--- src/rtl/pxfer_pkg.sv ---
`timescale 1ns/1ps
package pxfer_pkg;
  typedef enum logic [2:0] {
    XS_IDLE    = 3'd0,
    XS_SETUP   = 3'd1,
    XS_WAIT    = 3'd2,
    XS_XMIT    = 3'd3,
    XS_TDOWN   = 3'd4,
    XS_BACKOFF = 3'd5
  } xfer_state_e;
endpackage

--- src/rtl/pxfer_dncnt.sv ---
`timescale 1ns/1ps
module pxfer_dncnt #(
  parameter int W = 8
) (
  input  logic         clk,
  input  logic         rst_n,
  input  logic         load,
  input  logic [W-1:0] load_val,
  input  logic         dec,
  output logic [W-1:0] count,
  output logic         is_zero
);
  always_ff @(posedge clk) begin
    if (!rst_n) begin
      count <= '0;
    end else if (load) begin
      count <= load_val;
    end else if (dec && (count != '0)) begin
      count <= count - 1'b1;
    end
  end

  assign is_zero = (count == '0);
endmodule

--- src/rtl/pxfer_dest_ack.sv ---
`timescale 1ns/1ps
module pxfer_dest_ack #(
  parameter int ADDR_W = 4
) (
  input  logic              clk,
  input  logic              rst_n,
  input  logic [ADDR_W-1:0] my_node,
  input  logic              rx_setup_valid,
  input  logic [ADDR_W-1:0] rx_setup_dest,
  output logic              ack_out
);
  logic hit;
  assign hit = rx_setup_valid && (rx_setup_dest == my_node);

  always_ff @(posedge clk) begin
    if (!rst_n) ack_out <= 1'b0;
    else        ack_out <= hit;
  end
endmodule

--- src/rtl/pxfer_src_fsm.sv ---
`timescale 1ns/1ps
module pxfer_src_fsm
  import pxfer_pkg::*;
#(
  parameter int ADDR_W    = 4,
  parameter int MSG_BYTES = 2048,
  parameter int BEAT_W    = 32,
  parameter int BACKOFF_W = 8
) (
  input  logic                 clk,
  input  logic                 rst_n,
  input  logic [BACKOFF_W-1:0] backoff_cycles,
  input  logic                 req_valid,
  output logic                 req_ready,
  input  logic [ADDR_W-1:0]    req_dest,
  output logic                 setup_valid,
  input  logic                 setup_ready,
  output logic [ADDR_W-1:0]    setup_dest,
  input  logic                 ack_in,
  input  logic                 blocked_in,
  output logic                 mod_en,
  output logic                 beat_last,
  output logic                 teardown_out,
  output logic                 proto_err
);
  localparam int BEATS = (MSG_BYTES * 8) / BEAT_W;
  localparam int BC_W  = $clog2(BEATS + 1);

  xfer_state_e state, nxt;
  logic [ADDR_W-1:0] dest_q;
  logic [BC_W-1:0]   beat_cnt;
  logic              beat_zero;
  logic [BACKOFF_W-1:0] bo_cnt;
  logic              bo_zero;
  logic              in_wait;
  logic              take_req;

  assign in_wait  = (state == XS_WAIT);
  assign take_req = (state == XS_IDLE) && req_valid;

  pxfer_dncnt #(.W(BC_W)) u_beats (
    .clk      (clk),
    .rst_n    (rst_n),
    .load     (in_wait && ack_in),
    .load_val (BC_W'(BEATS)),
    .dec      (state == XS_XMIT),
    .count    (beat_cnt),
    .is_zero  (beat_zero)
  );

  pxfer_dncnt #(.W(BACKOFF_W)) u_backoff (
    .clk      (clk),
    .rst_n    (rst_n),
    .load     (in_wait && !ack_in && blocked_in),
    .load_val (backoff_cycles),
    .dec      (state == XS_BACKOFF),
    .count    (bo_cnt),
    .is_zero  (bo_zero)
  );

  always_comb begin
    nxt = state;
    unique case (state)
      XS_IDLE:    if (req_valid)   nxt = XS_SETUP;
      XS_SETUP:   if (setup_ready) nxt = XS_WAIT;
      XS_WAIT: begin
        if (ack_in)          nxt = XS_XMIT;
        else if (blocked_in) nxt = XS_BACKOFF;
      end
      XS_XMIT:    if (beat_cnt == BC_W'(1)) nxt = XS_TDOWN;
      XS_TDOWN:   nxt = XS_IDLE;
      XS_BACKOFF: if (bo_zero) nxt = XS_SETUP;
      default:    nxt = XS_IDLE;
    endcase
  end

  always_ff @(posedge clk) begin
    if (!rst_n) begin
      state     <= XS_IDLE;
      dest_q    <= '0;
      proto_err <= 1'b0;
    end else begin
      state <= nxt;
      if (take_req) dest_q <= req_dest;
      if (ack_in && !in_wait) proto_err <= 1'b1;
    end
  end

  assign req_ready    = (state == XS_IDLE);
  assign setup_valid  = (state == XS_SETUP);
  assign setup_dest   = dest_q;
  assign mod_en       = (state == XS_XMIT) && !beat_zero;
  assign beat_last    = mod_en && (beat_cnt == BC_W'(1));
  assign teardown_out = (state == XS_TDOWN);

  logic unused_bo;
  assign unused_bo = ^bo_cnt;
endmodule

--- src/rtl/pxfer_nic.sv ---
`timescale 1ns/1ps
module pxfer_nic #(
  parameter int ADDR_W    = 4,
  parameter int MSG_BYTES = 2048,
  parameter int BEAT_W    = 32,
  parameter int BACKOFF_W = 8
) (
  input  logic                 clk,
  input  logic                 rst_n,
  input  logic [ADDR_W-1:0]    my_node,
  input  logic [BACKOFF_W-1:0] backoff_cycles,
  input  logic                 req_valid,
  output logic                 req_ready,
  input  logic [ADDR_W-1:0]    req_dest,
  output logic                 setup_valid,
  input  logic                 setup_ready,
  output logic [ADDR_W-1:0]    setup_dest,
  input  logic                 ack_in,
  input  logic                 blocked_in,
  output logic                 mod_en,
  output logic                 beat_last,
  output logic                 teardown_out,
  input  logic                 rx_setup_valid,
  input  logic [ADDR_W-1:0]    rx_setup_dest,
  output logic                 ack_out,
  output logic                 proto_err
);
  pxfer_src_fsm #(
    .ADDR_W    (ADDR_W),
    .MSG_BYTES (MSG_BYTES),
    .BEAT_W    (BEAT_W),
    .BACKOFF_W (BACKOFF_W)
  ) u_src (
    .clk            (clk),
    .rst_n          (rst_n),
    .backoff_cycles (backoff_cycles),
    .req_valid      (req_valid),
    .req_ready      (req_ready),
    .req_dest       (req_dest),
    .setup_valid    (setup_valid),
    .setup_ready    (setup_ready),
    .setup_dest     (setup_dest),
    .ack_in         (ack_in),
    .blocked_in     (blocked_in),
    .mod_en         (mod_en),
    .beat_last      (beat_last),
    .teardown_out   (teardown_out),
    .proto_err      (proto_err)
  );

  pxfer_dest_ack #(.ADDR_W(ADDR_W)) u_dst (
    .clk            (clk),
    .rst_n          (rst_n),
    .my_node        (my_node),
    .rx_setup_valid (rx_setup_valid),
    .rx_setup_dest  (rx_setup_dest),
    .ack_out        (ack_out)
  );
endmodule

--- config.mk ---
export PLATFORM = sky130hd
export DESIGN_NAME = pxfer_nic
export DESIGN_NICKNAME = d
export VERILOG_FILES = /design/src/rtl/pxfer_pkg.sv /design/src/rtl/pxfer_dncnt.sv /design/src/rtl/pxfer_dest_ack.sv /design/src/rtl/pxfer_src_fsm.sv /design/src/rtl/pxfer_nic.sv
export SDC_FILE = /design/constraint.sdc
export NUM_CORES = 1
export LEC_CHECK = 0
export BUFFER_PORTS_ARGS = -buffer_cell sky130_fd_sc_hd__clkbuf_2
export CAP_MARGIN = 0
export CORE_MARGIN = 4
export CORE_UTILIZATION = 52
export DETAILED_ROUTE_END_ITERATION = 6
export PLACE_DENSITY = 0.79
export SYNTH_ARGS = -nofsm -noshare
export SYNTH_HDL_FRONTEND = slang
export SYNTH_SLANG_ARGS = --single-unit
--- constraint.sdc ---
create_clock -name clk -period 2.7 [get_ports clk]
set_clock_uncertainty 0.2 [all_clocks]
set_input_delay 0.135 -clock clk [delete_from_list [all_inputs] [get_ports clk]]
set_output_delay 0.135 -clock clk [all_outputs]
set_load 0.03 [all_outputs]
==> impl_metrics.csv, run 1 <==
group,metric,value,unit
route,vias,1598,
critical_path,endpoint_kind,"register",
min_path,worst_hold_path_endpoint,"u_src.u_backoff.count[1]$_SDFFE_PN0P_",
synthesis,post-synth-top-area-cell,"dfxtp_1",
layout,multi_input_comb_area,935.9,um2
sta,tns,0,ps
die,die_h,62.56,um
power,leakage,0.8218,nW
sta,layout_min_cycle_time,2513,ps
layout,area.growth.synth_to_final,29.10,%
power,design_power_total,0.8762,mW
clock_tree,worst_setup_hold_path_clk_slew,150,ps
place,placedInstanceArea,0.001755,mm2
route,first_iter_violations,117,
layout,layout.area.seq,540.5,um2
job,drv_cap,0,
place,final_hpwl_dp,2675,um
synthesis,netlist_top_cells_area,"dfxtp_1 (35%), ha_1 (4.0%), mux2i_1 (3.9%), nor2_1 (3.9%), a21oi_1 (3.6%)",
route,remaining_drc_errors,0,
global_route,grt_start_max_net_pins,16,
clock_tree,clock_root_buffer,"clkbuf_4",
layout,n_fill_cell,213,
critical_path,timing_worst_setup_path_type,"register to register",
critical_path,cp_data_arrival_time,2550,ps
die,core.rowCount,19,
sta,rsz0062_at_grt,"no",
die,die_width,62.56,um
route,vias_per_cell,6.008,
synthesis,synthesis.nets,211,
critical_path,timing.reg2reg.worst_path_depth,5,
layout,most-common-layout-cells,"clkbuf_2 (37), dfxtp_1 (27), dlygate4sd3_1 (21)",
place,buffer_ports.inserted,37,
global_route,gr-usage-all-layers,0.2097,
synthesis,synth.avg_cell_area,8.647,um2
synthesis,number_of_storage_elements_in_the_synthesis_netlist,27,
clock_tree,cts.htree.levels,1,
layout,finish.instance_area,0.001998,mm2
die,design.portCount,38,
die,design.die.area,0.003913,mm2
synthesis,synthFlopType,"dfxtp_1",
min_path,worstHoldPathCells,2,
synthesis,synth_cell_types,54,
global_route,antenna_found_initial,0,
run_status,outcome,"completed",
global_route,vias_in_the_first_global_route,1563,
global_route,gr-total-overflow,0,
power,max-vdd-ir-drop,340.4,uV
layout,final_common_cell,"clkbuf_2",
clock_tree,cts-buffers-inserted,3,
sta,slew-limit-headroom,0.4220,
synthesis,post-synth-top-area-fraction,0.3492,
sta,timing.final.setup_violations,0,
clock_tree,cts.sink_count,27,
sta,max_clock_freq,0.3980,GHz
clock_tree,worst_skew_pair.late_latency,320,ps
layout,final_layout_size_suffix_gt1_frac,0.2213,
layout,nets,268,
sta,final_min_period_over_clock_period,0.9306,
power,p_per_area,438.5,mW/mm2
clock_tree,cts_setup_buffers,0,
route,dr.pass1.iters,4,
min_path,min_path_type,"input port to register",
critical_path,start_kind,"register",
critical_path,wp_data_required,2730,ps
synthesis,synth-edff-count,0,
synthesis,netlist_area,0.001548,mm2
min_path,hp-start,"rst_n",
sta,final_hold_viol_count,0,
global_route,grt_pass1_wl,6934,um
sta,maxSlewViolCount,0,
die,core-area,0.002805,mm2
critical_path,reg2reg_setup_slack,190,ps
critical_path,critical_r2r_launch,"u_src.state[0]$_SDFFE_PN0P_",
die,effective_utilization_at_floorplan,0.5517,
place,gp_congestion,0.8323,
synthesis,ys_async_sr_fraction,0,
route,detail_route.wirelength,3943,um
clock_tree,cts_tree,"done",
synthesis,synthesis.instances,179,
synthesis,seq_area_frac_synth,0.3492,
layout,antenna_cells_inserted,0,
route,wl_per_cell,14.82,um
critical_path,critical_path_peak_fanout,15,
route,postRouteAntennaNets,0,
synthesis,synth.yosys.warnings,0,
critical_path,r2r_end,"u_src.u_backoff.count[5]$_SDFFE_PN0P_",
clock_tree,clockBufferDepth,2,
sta,worstMarginPinSlew,845.2,ps
timing repair:
action	in CTS	in global routing
endpoints found under the setup margin	0	1
hold buffers	21	0
hold endpoints to repair	15	0
gates resized for setup	0	1
cells by family (layout without fill, tap and decap cells):
group,after synthesis,in the layout,synth area share
mux,6,6,0.03881
fa+ha+maj,5,5,0.04042
buf+inv,20,76,0.05336
simple gates,65,65,0.2490
compound gates,48,48,0.2239
flops,27,27,0.3492
xor+xnor,8,8,0.04527
area by class of cell:
class,instances,share of cell area
sequential,27,0.2705
clock buffer,3,0.01127
inverter,12,0.02254
clock inverter,1,0.002505
timing repair buffer,60,0.2054
multi-input combinational,132,0.4684
tap,31,0.01941
critical path, cell delays in order (launching register included):
cell           delay [ps]
dfxtp_1               620
and3b_1               260
nand3_1               200
o311a_1               340
o31a_1                260
dlygate4sd3_1         550
synth_stat cells, types with 2 or more instances:
| cell type | n |
|---|---|
| nor3_1 | 7 |
| a311oi_1 | 2 |
| nand2b_1 | 2 |
| a211oi_1 | 2 |
| clkbuf_1 | 7 |
| nor4b_1 | 2 |
| and3b_1 | 2 |
| o21ai_0 | 9 |
| nand3_1 | 4 |
| o31ai_1 | 2 |
| a41o_1 | 2 |
| dfxtp_1 | 27 |
| nand4b_1 | 2 |
| a31oi_1 | 2 |
| nor4_1 | 3 |
| and2_1 | 4 |
| xnor2_1 | 5 |
| nor2b_1 | 3 |
| or3_1 | 3 |
| a21oi_1 | 11 |
| or4b_1 | 2 |
| or4_1 | 4 |
| inv_1 | 11 |
| nor3b_1 | 2 |
| xor2_1 | 3 |
| mux2i_1 | 6 |
| nor2_1 | 16 |
| ha_1 | 5 |
| o31a_1 | 2 |
| nand2_1 | 3 |
registers in the layout, summed over array words and instances (netlist names):
register	flops
u_src.u_beats.count	10
u_src.u_backoff.count	8
u_src.setup_dest	4
u_src.state	3
u_dst.ack_out	1
u_src.proto_err	1
metal layers:
layer | track usage | vias to the layer above | routed length [um]
li1 | - | 781 | -
met1 | 0.2519 | 751 | 1636
met2 | 0.3835 | 54 | 2039
met3 | 0.02158 | 12 | 158
met4 | 0.07438 | 0 | 109
met5 | 0 | - | 0
power by group:
part / internal [mW] / switching, mW / leakage (nW) / total, mW
logic: 0.107 / 0.137 / 0.585 / 0.244
clock network: 0.0555 / 0.125 / 0.0177 / 0.180
registers: 0.420 / 0.0326 / 0.219 / 0.452
through the flow:
step | hold WS [ps] | util | instances | setup WS (ps)
3_3_place_gp | 167.0 | 0.6258 | 241 | 415.0
2_1_floorplan | 71.05 | - | 179 | 361.2
6_report | 39.78 | 0.7123 | 266 | 187.3
4_1_cts | 22.27 | 0.7105 | 266 | 148.5
3_5_place_dp | 184.0 | 0.6258 | 241 | 330.8
5_1_grt | 56.85 | 0.7123 | 266 | 82.17
worst max path at each step:
stage / from / endpoint / cells after the start
finish: u_src.state[0]$_SDFFE_PN0P_ / u_src.u_backoff.count[5]$_SDFFE_PN0P_ / 5
global route: u_src.state[0]$_SDFFE_PN0P_ / u_src.u_backoff.count[5]$_SDFFE_PN0P_ / 5
CTS: u_src.state[1]$_SDFFE_PN0P_ / u_src.u_backoff.count[5]$_SDFFE_PN0P_ / 5
detailed placement: u_src.u_beats.count[2]$_SDFFE_PP0P_ / u_src.state[0]$_SDFFE_PN0P_ / 4
global placement: u_src.u_beats.count[2]$_SDFFE_PP0P_ / u_src.state[0]$_SDFFE_PN0P_ / 4
floorplan: u_src.state[0]$_SDFFE_PN0P_ / beat_last / 4
(Power assumes the default switching activity.)
==> run 2: changes to the inputs <==
--- a/constraint.sdc
+++ b/constraint.sdc
@@ -4,2 +4,2 @@
 set_output_delay 0.135 -clock clk [all_outputs]
-set_load 0.03 [all_outputs]
+set_load 0.02 [all_outputs]
==> impl_metrics.csv, run 2 (synthesized netlist as in run 1, its figures left out) <==
group,metric,value,unit
run_status,outcome,"completed",
layout,n_fill_cell,244,
layout,final-instance-count-excl-fill,263,
global_route,antenna_found_initial,0,
layout,nets,265,
critical_path,timing.critical_path.slowest_stage_cell,"dlygate4sd3_1",
global_route,grt_pass1_wl,6334,um
layout,multi_input_comb_area,924.6,um2
critical_path,r2r_end,"u_src.u_backoff.count[6]$_SDFFE_PN0P_",
layout,most-common-layout-cells,"clkbuf_2 (37), dfxtp_1 (27), dlygate4sd3_1 (18)",
layout,largest-register,"u_src.u_beats.count",
die,core-area,0.002805,mm2
route,first_iter_violations,41,
route,remaining_drc_errors,0,
clock_tree,cts-buffers-inserted,3,
power,p_per_area,436.5,mW/mm2
layout,largest_register_ffs,10,
critical_path,timing_worst_setup_path_type,"register to register",
job,drv_cap,0,
sta,maxSlewViolCount,0,
sta,max_clock_freq,0.4134,GHz
critical_path,reg2reg_setup_slack,280,ps
place,placedInstanceArea,0.001749,mm2
clock_tree,worst_skew_pair.late_latency,330,ps
global_route,gr-total-overflow,0,
route,dr.pass1.iters,4,
critical_path,timing.critical_path.depth,5,
sta,tns,0,ps
sta,slew-limit-headroom,0.4635,
route,detail_route.wirelength,3786,um
clock_tree,cts.sink_count,27,
layout,final_layout_size_suffix_gt1_frac,0.2112,
power,leakage,0.8036,nW
sta,worstMarginPinSlew,784.4,ps
die,core.rowCount,19,
critical_path,endpoint_kind,"register",
clock_tree,cts_tree,"done",
sta,timing.final.setup_violations,0,
clock_tree,worst_setup_hold_path_clk_slew,150,ps
sta,final_min_period_over_clock_period,0.8959,
route,wl_per_cell,14.40,um
route,vias,1548,
global_route,vias_in_the_first_global_route,1514,
min_path,hp-start,"setup_ready",
clock_tree,clockBufferDepth,2,
clock_tree,cts.htree.levels,1,
layout,finish.instance_area,0.001956,mm2
route,postRouteAntennaNets,0,
sta,layout_min_cycle_time,2419,ps
global_route,gr-usage-all-layers,0.1949,
global_route,grt_start_max_net_pins,16,
place,buffer_ports.inserted,37,
sta,rsz0062_at_grt,"no",
min_path,min_path_type,"input port to register",
critical_path,top_family_by_delay_on_critical_path,"simple AND/OR/NAND/NOR gates",
critical_path,cp_cell_sequence,"nor3b_1, nand3_1, o21ai_0, dlygate4sd3_1, a21oi_1",
critical_path,critical_path_peak_fanout,12,
layout,antenna_cells_inserted,0,
critical_path,cp_data_arrival_time,2430,ps
die,effective_utilization_at_floorplan,0.5517,
place,post-place-cells,241,
place,final_hpwl_dp,2715,um
critical_path,wp_data_required,2710,ps
layout,final_common_cell,"clkbuf_2",
critical_path,timing.critical_path.buf_inv,1,
min_path,worstHoldPathCells,3,
critical_path,worst_path_largest_cell_delay,570,ps
die,die_h,62.56,um
critical_path,start_kind,"register",
route,vias_per_cell,5.886,
layout,area.growth.synth_to_final,26.35,%
clock_tree,clock_root_buffer,"clkbuf_4",
layout,layout.area.seq,540.5,um2
critical_path,critPathCapture,"u_src.u_backoff.count[6]$_SDFFE_PN0P_",
place,gp_congestion,0.8150,
critical_path,critical_r2r_launch,"u_src.state[1]$_SDFFE_PN0P_",
critical_path,timing.reg2reg.worst_path_depth,5,
power,max-vdd-ir-drop,346.6,uV
clock_tree,post_cts_resize_count,0,
die,design.portCount,38,
sta,final_hold_viol_count,0,
die,design.die.area,0.003913,mm2
critical_path,cp-startpoint,"u_src.state[1]$_SDFFE_PN0P_",
die,die_width,62.56,um
run 2: cell count changes in the layout (fill, tap and decap cells not counted):
cell           previous run  this run
nor4b_1                   1         2
clkinv_2                  1         0
nor4b_2                   1         0
nand3_1                   3         4
nand3_2                   1         0
clkbuf_1                  0         1
dlygate4sd3_1            21        18
run 2: worst reg2reg max path, stage by stage (launching register included):
cell and delay (ps):
dfxtp_1 540, nor3b_1 290, nand3_1 380, o21ai_0 280, dlygate4sd3_1 570, a21oi_1 40
run 2: timing repair:
action                    CTS  global route
buffers inserted            0             0
hold endpoints to repair   15             0
hold buffers               18             0
run 2: worst min-delay path by stage:
stage,to
3_3_place_gp,u_src.setup_dest[3]$_SDFFE_PN0P_
3_5_place_dp,u_dst.ack_out$_SDFF_PN0_
2_1_floorplan,u_src.u_beats.count[9]$_SDFFE_PN0P_
4_1_cts,u_src.state[1]$_SDFFE_PN0P_
6_report,u_src.state[1]$_SDFFE_PN0P_
5_1_grt,u_src.setup_dest[3]$_SDFFE_PN0P_
run 2: area by class of cell:
cell class | count | area share
Clock buffer | 4 | 0.01344
Inverter | 12 | 0.02303
Multi-Input combinational cell | 132 | 0.4728
Tap cell | 31 | 0.01983
Timing Repair Buffer | 57 | 0.1945
Sequential cell | 27 | 0.2764
run 2: where the power goes:
group          switching, mW  internal, mW
combinational          0.117         0.104
sequential            0.0319         0.420
clock                  0.123        0.0580
total                  0.272         0.582
run 2: through the flow:
step | hold WS (ps) | setup slack, ps | power, mW | util
2_1_floorplan | 71.05 | 335.4 | 0.5959 | -
3_3_place_gp | 167.5 | 421.8 | 0.6497 | 0.6236
3_5_place_dp | 184.0 | 385.8 | 0.6564 | 0.6236
4_1_cts | 98.27 | 300.6 | 0.8552 | 0.6971
5_1_grt | 127.3 | 89.19 | 0.9012 | 0.6971
6_report | 118.9 | 281.2 | 0.8535 | 0.6971
run 2: routing by layer:
layer | GRT usage | up-vias | wire length [um]
met5 | 0 | - | 0
met4 | 0.08264 | 0 | 56
met3 | 0.02698 | 6 | 88
met2 | 0.3795 | 22 | 2094
met1 | 0.2055 | 746 | 1547
li1 | - | 774 | -
